File: src/rtl/pwm_pkg.sv
package pwm_pkg;
  typedef enum logic [1:0] {
    ACT_NONE = 2'b00,
    ACT_CLR  = 2'b01,
    ACT_SET  = 2'b10,
    ACT_TGL  = 2'b11
  } act_e;

  typedef enum logic [1:0] {
    FRC_OFF  = 2'b00,
    FRC_LOW  = 2'b01,
    FRC_HIGH = 2'b10,
    FRC_PASS = 2'b11
  } frc_e;

  typedef struct packed {
    act_e zro;
    act_e prd;
    act_e cmp_up;
    act_e cmp_dn;
  } act_cfg_t;

  localparam act_cfg_t ACT_DEFAULT = '{zro: ACT_NONE, prd: ACT_NONE,
                                       cmp_up: ACT_CLR, cmp_dn: ACT_SET};

  function automatic logic apply_act(input logic cur, input act_e a);
    case (a)
      ACT_CLR: apply_act = 1'b0;
      ACT_SET: apply_act = 1'b1;
      ACT_TGL: apply_act = ~cur;
      default: apply_act = cur;
    endcase
  endfunction
endpackage

File: src/rtl/pwm_timebase.sv
module pwm_timebase #(
  parameter int CNT_W = 16
) (
  input  logic             clk_i,
  input  logic             rst_ni,
  input  logic             en_i,
  input  logic [CNT_W-1:0] period_i,
  input  logic             sync_i,
  input  logic             phase_en_i,
  input  logic [CNT_W-1:0] phase_i,
  output logic [CNT_W-1:0] cnt_o,
  output logic             dir_up_o,
  output logic             zero_o,
  output logic             prd_o
);
  localparam logic [CNT_W-1:0] ONE = CNT_W'(1);

  logic [CNT_W-1:0] cnt_q, cnt_d;
  logic             up_q, up_d;

  always_comb begin
    cnt_d = cnt_q;
    up_d  = up_q;
    if (en_i) begin
      if (sync_i && phase_en_i) begin
        cnt_d = phase_i;
        up_d  = 1'b1;
      end else if (period_i == '0) begin
        cnt_d = '0;
        up_d  = 1'b0;
      end else if (up_q) begin
        if (cnt_q >= period_i) begin
          cnt_d = cnt_q - ONE;
          up_d  = 1'b0;
        end else begin
          cnt_d = cnt_q + ONE;
        end
      end else if (cnt_q == '0) begin
        cnt_d = ONE;
        up_d  = 1'b1;
      end else begin
        cnt_d = cnt_q - ONE;
      end
    end
  end

  // reset with direction down so the first zero is a turnaround
  always_ff @(posedge clk_i or negedge rst_ni) begin
    if (!rst_ni) begin
      cnt_q <= '0;
      up_q  <= 1'b0;
    end else begin
      cnt_q <= cnt_d;
      up_q  <= up_d;
    end
  end

  assign cnt_o    = cnt_q;
  assign dir_up_o = up_q;
  assign zero_o   = en_i && (cnt_q == '0);
  assign prd_o    = en_i && (cnt_q == period_i);
endmodule

File: src/rtl/pwm_cmp_shadow.sv
module pwm_cmp_shadow #(
  parameter int CNT_W = 16
) (
  input  logic             clk_i,
  input  logic             rst_ni,
  input  logic             load_i,
  input  logic [CNT_W-1:0] shadow_i,
  output logic [CNT_W-1:0] active_o
);
  always_ff @(posedge clk_i or negedge rst_ni) begin
    if (!rst_ni)     active_o <= '0;
    else if (load_i) active_o <= shadow_i;
  end
endmodule

File: src/rtl/pwm_aq.sv
module pwm_aq
  import pwm_pkg::*;
#(
  parameter int       CNT_W = 16,
  parameter act_cfg_t CFG   = ACT_DEFAULT
) (
  input  logic             clk_i,
  input  logic             rst_ni,
  input  logic             en_i,
  input  logic [CNT_W-1:0] cnt_i,
  input  logic             dir_up_i,
  input  logic [CNT_W-1:0] period_i,
  input  logic [CNT_W-1:0] cmp_i,
  input  logic             zero_i,
  input  logic             prd_i,
  input  logic [1:0]       force_i,
  output logic             pwm_o,
  output logic             raw_o
);
  logic raw_q, raw_d;
  logic hit_up, hit_dn;

  // zero compare fires only as a down match; cmp >= period never matches going up
  assign hit_up = en_i && dir_up_i && (cmp_i != '0) && (cmp_i < period_i) && (cnt_i == cmp_i);
  assign hit_dn = en_i && !dir_up_i && (cnt_i == cmp_i);

  always_comb begin
    raw_d = raw_q;
    if (zero_i) raw_d = apply_act(raw_d, CFG.zro);
    if (prd_i)  raw_d = apply_act(raw_d, CFG.prd);
    if (hit_up) raw_d = apply_act(raw_d, CFG.cmp_up);
    if (hit_dn) raw_d = apply_act(raw_d, CFG.cmp_dn);
  end

  always_ff @(posedge clk_i or negedge rst_ni) begin
    if (!rst_ni)   raw_q <= 1'b0;
    else if (en_i) raw_q <= raw_d;
  end

  always_comb begin
    case (frc_e'(force_i))
      FRC_LOW:  pwm_o = 1'b0;
      FRC_HIGH: pwm_o = 1'b1;
      default:  pwm_o = raw_q;
    endcase
  end

  assign raw_o = raw_q;
endmodule

File: src/rtl/updown_pwm.sv
module updown_pwm
  import pwm_pkg::*;
#(
  parameter int       CNT_W = 16,
  parameter act_cfg_t ACT_A = ACT_DEFAULT,
  parameter act_cfg_t ACT_B = ACT_DEFAULT
) (
  input  logic             clk_i,
  input  logic             rst_ni,
  input  logic             en_i,
  input  logic [CNT_W-1:0] period_i,
  input  logic [CNT_W-1:0] cmp_a_i,
  input  logic [CNT_W-1:0] cmp_b_i,
  input  logic             sync_i,
  input  logic             phase_en_i,
  input  logic [CNT_W-1:0] phase_i,
  input  logic [1:0]       force_a_i,
  input  logic [1:0]       force_b_i,
  output logic             pwm_a_o,
  output logic             pwm_b_o,
  output logic             zero_o,
  output logic             period_o,
  output logic             sync_o
);
  localparam int NUM_CH = 2;

  logic [CNT_W-1:0]              cnt;
  logic                          dir_up;
  logic                          zero_ev, prd_ev;
  logic [NUM_CH-1:0][CNT_W-1:0]  cmp_sh, cmp_act;
  logic [NUM_CH-1:0][1:0]        frc;
  logic [NUM_CH-1:0]             pwm, raw;

  assign cmp_sh[0] = cmp_a_i;
  assign cmp_sh[1] = cmp_b_i;
  assign frc[0]    = force_a_i;
  assign frc[1]    = force_b_i;

  pwm_timebase #(.CNT_W(CNT_W)) u_tb (
    .clk_i      (clk_i),
    .rst_ni     (rst_ni),
    .en_i       (en_i),
    .period_i   (period_i),
    .sync_i     (sync_i),
    .phase_en_i (phase_en_i),
    .phase_i    (phase_i),
    .cnt_o      (cnt),
    .dir_up_o   (dir_up),
    .zero_o     (zero_ev),
    .prd_o      (prd_ev)
  );

  for (genvar g = 0; g < NUM_CH; g++) begin : g_ch
    pwm_cmp_shadow #(.CNT_W(CNT_W)) u_sh (
      .clk_i    (clk_i),
      .rst_ni   (rst_ni),
      .load_i   (zero_ev || prd_ev),
      .shadow_i (cmp_sh[g]),
      .active_o (cmp_act[g])
    );

    pwm_aq #(.CNT_W(CNT_W), .CFG((g == 0) ? ACT_A : ACT_B)) u_aq (
      .clk_i    (clk_i),
      .rst_ni   (rst_ni),
      .en_i     (en_i),
      .cnt_i    (cnt),
      .dir_up_i (dir_up),
      .period_i (period_i),
      .cmp_i    (cmp_act[g]),
      .zero_i   (zero_ev),
      .prd_i    (prd_ev),
      .force_i  (frc[g]),
      .pwm_o    (pwm[g]),
      .raw_o    (raw[g])
    );
  end

  assign pwm_a_o  = pwm[0];
  assign pwm_b_o  = pwm[1];
  assign zero_o   = zero_ev;
  assign period_o = prd_ev;
  assign sync_o   = zero_ev;
endmodule

File: config.mk
export PLATFORM = sky130hd
export DESIGN_NAME = updown_pwm
export DESIGN_NICKNAME = d
export VERILOG_FILES = /design/src/rtl/pwm_pkg.sv /design/src/rtl/pwm_timebase.sv /design/src/rtl/pwm_cmp_shadow.sv /design/src/rtl/pwm_aq.sv /design/src/rtl/updown_pwm.sv
export SDC_FILE = /design/constraint.sdc
export NUM_CORES = 1
export LEC_CHECK = 0
export ABC_CLOCK_PERIOD_IN_PS = 3050
export BUFFER_PORTS_ARGS = -buffer_cell sky130_fd_sc_hd__buf_2
export CORE_MARGIN = 2
export CORE_UTILIZATION = 50
export DETAILED_ROUTE_END_ITERATION = 7
export GPL_ROUTABILITY_DRIVEN = 1
export PLACE_DENSITY = 0.73
export SYNTH_ARGS = -nofsm -noshare
export SYNTH_HDL_FRONTEND = slang
export SYNTH_SLANG_ARGS = --single-unit
File: constraint.sdc
create_clock -name clk_i -period 3.05 [get_ports clk_i]
set_clock_uncertainty 0.2 [all_clocks]
set_input_delay 0.305 -clock clk_i [delete_from_list [all_inputs] [get_ports clk_i]]
set_output_delay 0.305 -clock clk_i [all_outputs]
set_load 0.005 [all_outputs]
==> impl_metrics.py <==
metrics = {
    "sta": {
        "fin_crit_sh_pct": 95.5,
        "hold_ws_ps": 14.7,
        "clock.fmax_ghz": 0.343,
        "tightest_slew_ps": 689,
        "finalSetupTns_ps": 0,
        "period_needed_ps": 2910,
        "finalMaxSlewViolations": 0,
        "slew_headroom_pct": 53.9,
        "setup_viol": 0,
        "rsz0062_at_grt": "no",
        "finalHoldViolCount": 0,
        "fin_ws_ps": 137,
    },
    "floorplan": {
        "placeableCoreArea_sq_um": 8220,
        "die_w_um": 96.3,
        "num_rows": 33,
        "die_y_um": 96.3,
        "initial_utilization_pct": 51.8,
        "pin_count": 78,
        "die_area_sq_um": 9270,
    },
    "synth": {
        "yosysUniqueCellTypes": 50,
        "seq_area_frac_synth_pct": 30.0,
        "ys_warn_count": 0,
        "syn_area_per_cell_sq_um": 9.51,
        "synthFlopType": "dfrtp_1",
        "async_flop_share_pct": 100,
        "synth_nets": 572,
        "synth_enable_flop_cells": 0,
        "syn-cell-area_sq_um": 4260,
        "synth_area_leaders": "dfrtp_1 30%, ha_1 15%, mux2_2 9.3%",
        "ys_ff_latch": 51,
        "post-synth-top-area-fraction_pct": 30.0,
        "syn_inst": 448,
        "yosysTopAreaCell": "dfrtp_1",
    },
    "detailed_routing": {
        "antenna_left": 0,
        "wire_per_inst_um": 18.6,
        "vias": 3839,
        "dr.pass1.iters": 5,
        "wl_um": 11700,
        "dr.first_iter.drc_count": 248,
        "drc_errors": 0,
        "via_per_inst": 6.09,
    },
    "outcome": {
        "status": "completed",
    },
    "clocking": {
        "clkLatencyLatePin_ps": 320,
        "htreeDepth": 2,
        "holdBufCountCts": 1,
        "numCtsBuffers": 5,
        "cts_tree": "done",
        "cts_buffer_depth": 2,
        "cts_root_buffer": "clkbuf_8",
        "post-cts-setup-buffers": 0,
        "post_cts_resize_count": 0,
        "clk_pin_slew_ps": 110,
        "cts.sinks": 51,
    },
    "worst_setup_path": {
        "slowest_stage": "or4_4",
        "path_delay_family": "simple AND/OR/NAND/NOR gates",
        "worst_path_largest_cell_delay_ps": 580,
        "worstSetupPathType": "flop to output port",
        "path_depth": 5,
        "critical_path.max_fanout": 7,
        "worstPathArrival_ps": 2410,
        "critPathBufInv": 1,
        "path_cells": "or4_4 > or3_4 > nor4_4 > and2_1 > buf_2",
        "startpoint_type": "flop",
        "worstRegToRegCells": 6,
        "crit_path_end_kind": "output port",
        "crit_required_ps": 2540,
    },
    "job": {
        "max-cap-violations": 0,
    },
    "cells_and_area": {
        "finalCoreUtilization_pct": 59.1,
        "layout.nets": 648,
        "stdcell_count": 630,
        "area_growth_pct": 14.1,
        "layout_common_cells": "77 x buf_2, 51 x ha_1, 51 x dfrtp_1",
        "drive_gt1_share_pct": 26.3,
        "multi_input_area_sq_um": 2770,
        "nFillCells": 734,
        "seq_area_sq_um": 1280,
        "final_common_cell": "buf_2",
        "antenna_cells": 0,
    },
    "hold_path": {
        "worstHoldPathCells": 2,
        "hold_class": "input pin to flop",
    },
    "pwr": {
        "max-vdd-ir-drop_mv": 0.380,
        "p_leak_nw": 2.41,
        "p_per_area_nw_per_um2": 615,
    },
    "grt": {
        "first_global_vias": 3783,
        "track_usage_pct": 26.0,
        "grt_pass1_wl_um": 18300,
        "grt_max_degree": 33,
        "antenna_found_initial": 0,
        "gr-total-overflow": 0,
    },
    "place": {
        "preCtsSetupSlack_ps": 291,
        "place_inst": 621,
        "gp_congestion": 0.956,
        "portBuffers": 77,
        "hpwl_um": 9320,
    },
}
==> report_power, final <==
group          internal (W)  switching, W
Sequential         0.000835      0.000291
Clock              0.000166      0.000255
Combinational      0.000724      0.000717
==> final timing paths <==
| check | from | end | slack (ps) |
|---|---|---|---|
| setup / recovery | u_tb.cnt_o[12] | zero_o | 140 |
| hold / removal | cmp_b_i[10] | g_ch[1].u_sh.active_o[10] | 10 |
| setup reg to reg | u_tb.cnt_o[12] | g_ch[1].u_sh.active_o[3] | 250 |
| hold reg to reg | g_ch[1].u_aq.raw_o | g_ch[1].u_aq.raw_o | 310 |
| max in group asynchronous | rst_ni | g_ch[0].u_sh.active_o[10] | 1560 |
| min in group asynchronous | rst_ni | u_tb.cnt_o[8] | 300 |
==> kinds of logic (layout without fill, tap and decap cells) <==
family	count (synthesis)	after routing	share of synthesized area [%]
xor gates and xnor gates	43	43	8.84
and+or+nand+nor	128	128	16.7
adders and majority gates	51	51	15.0
AOI/OAI and AO/OA	82	82	12.0
buffers and inverters	45	122	4.99
DFF	51	51	30.0
muxes	48	48	12.4
==> layout make-up <==
cell class,instances,share of cell area (%)
Multi-Input combinational cell,352,57.0
Timing Repair Buffer,91,10.4
Tap cell,105,2.70
Clock inverter,2,0.335
Clock buffer,6,1.49
Inverter,23,1.78
Sequential cell,51,26.3
==> cells in the mapped netlist (all sizes together) (2+ instances only) <==
library cell and count:
and3 10, o21ai 26, nor2b 2, o31ai 2, dfrtp 51, nor4 18, clkbuf 15, inv 22
xor2 5, mux2 36, nor3 9, buf 7, or4 4, mux2i 12, o2111ai 2, and2 3
nand4 21, a21o 11, or3 3, o211ai 2, nor2 23, nand2 17, a31oi 3, a21oi 19
a22oi 6, xnor2 38, nand2b 4, nand3 10, a211oi 4, a221oi 2, ha 51
==> flip-flops by register name (all words and copies together), names as in the netlist <==
| register | flops |
|---|---|
| g_ch.u_aq.raw_o | 2 |
| u_tb.cnt_o | 16 |
| g_ch.u_sh.active_o | 32 |
| u_tb.dir_up_o | 1 |
==> metrics by stage <==
stage	cell area (sq um)	total power, W
floorplan	4260	0.00209
global placement	4760	0.00248
detailed placement	4760	0.00255
CTS	4860	0.00297
global route	4860	0.00319
finish	4860	0.00299
==> metal layers <==
| metal | part of all wire, % | global-route usage (%) |
|---|---|---|
| met3 | 6.8 | 3.60 |
| met4 | 3.0 | 9.98 |
| met2 | 48 | 43.1 |
| met1 | 42 | 34.5 |
| met5 | 0 | 0 |
No activity file was read; power rests on OpenSTA's default activity.
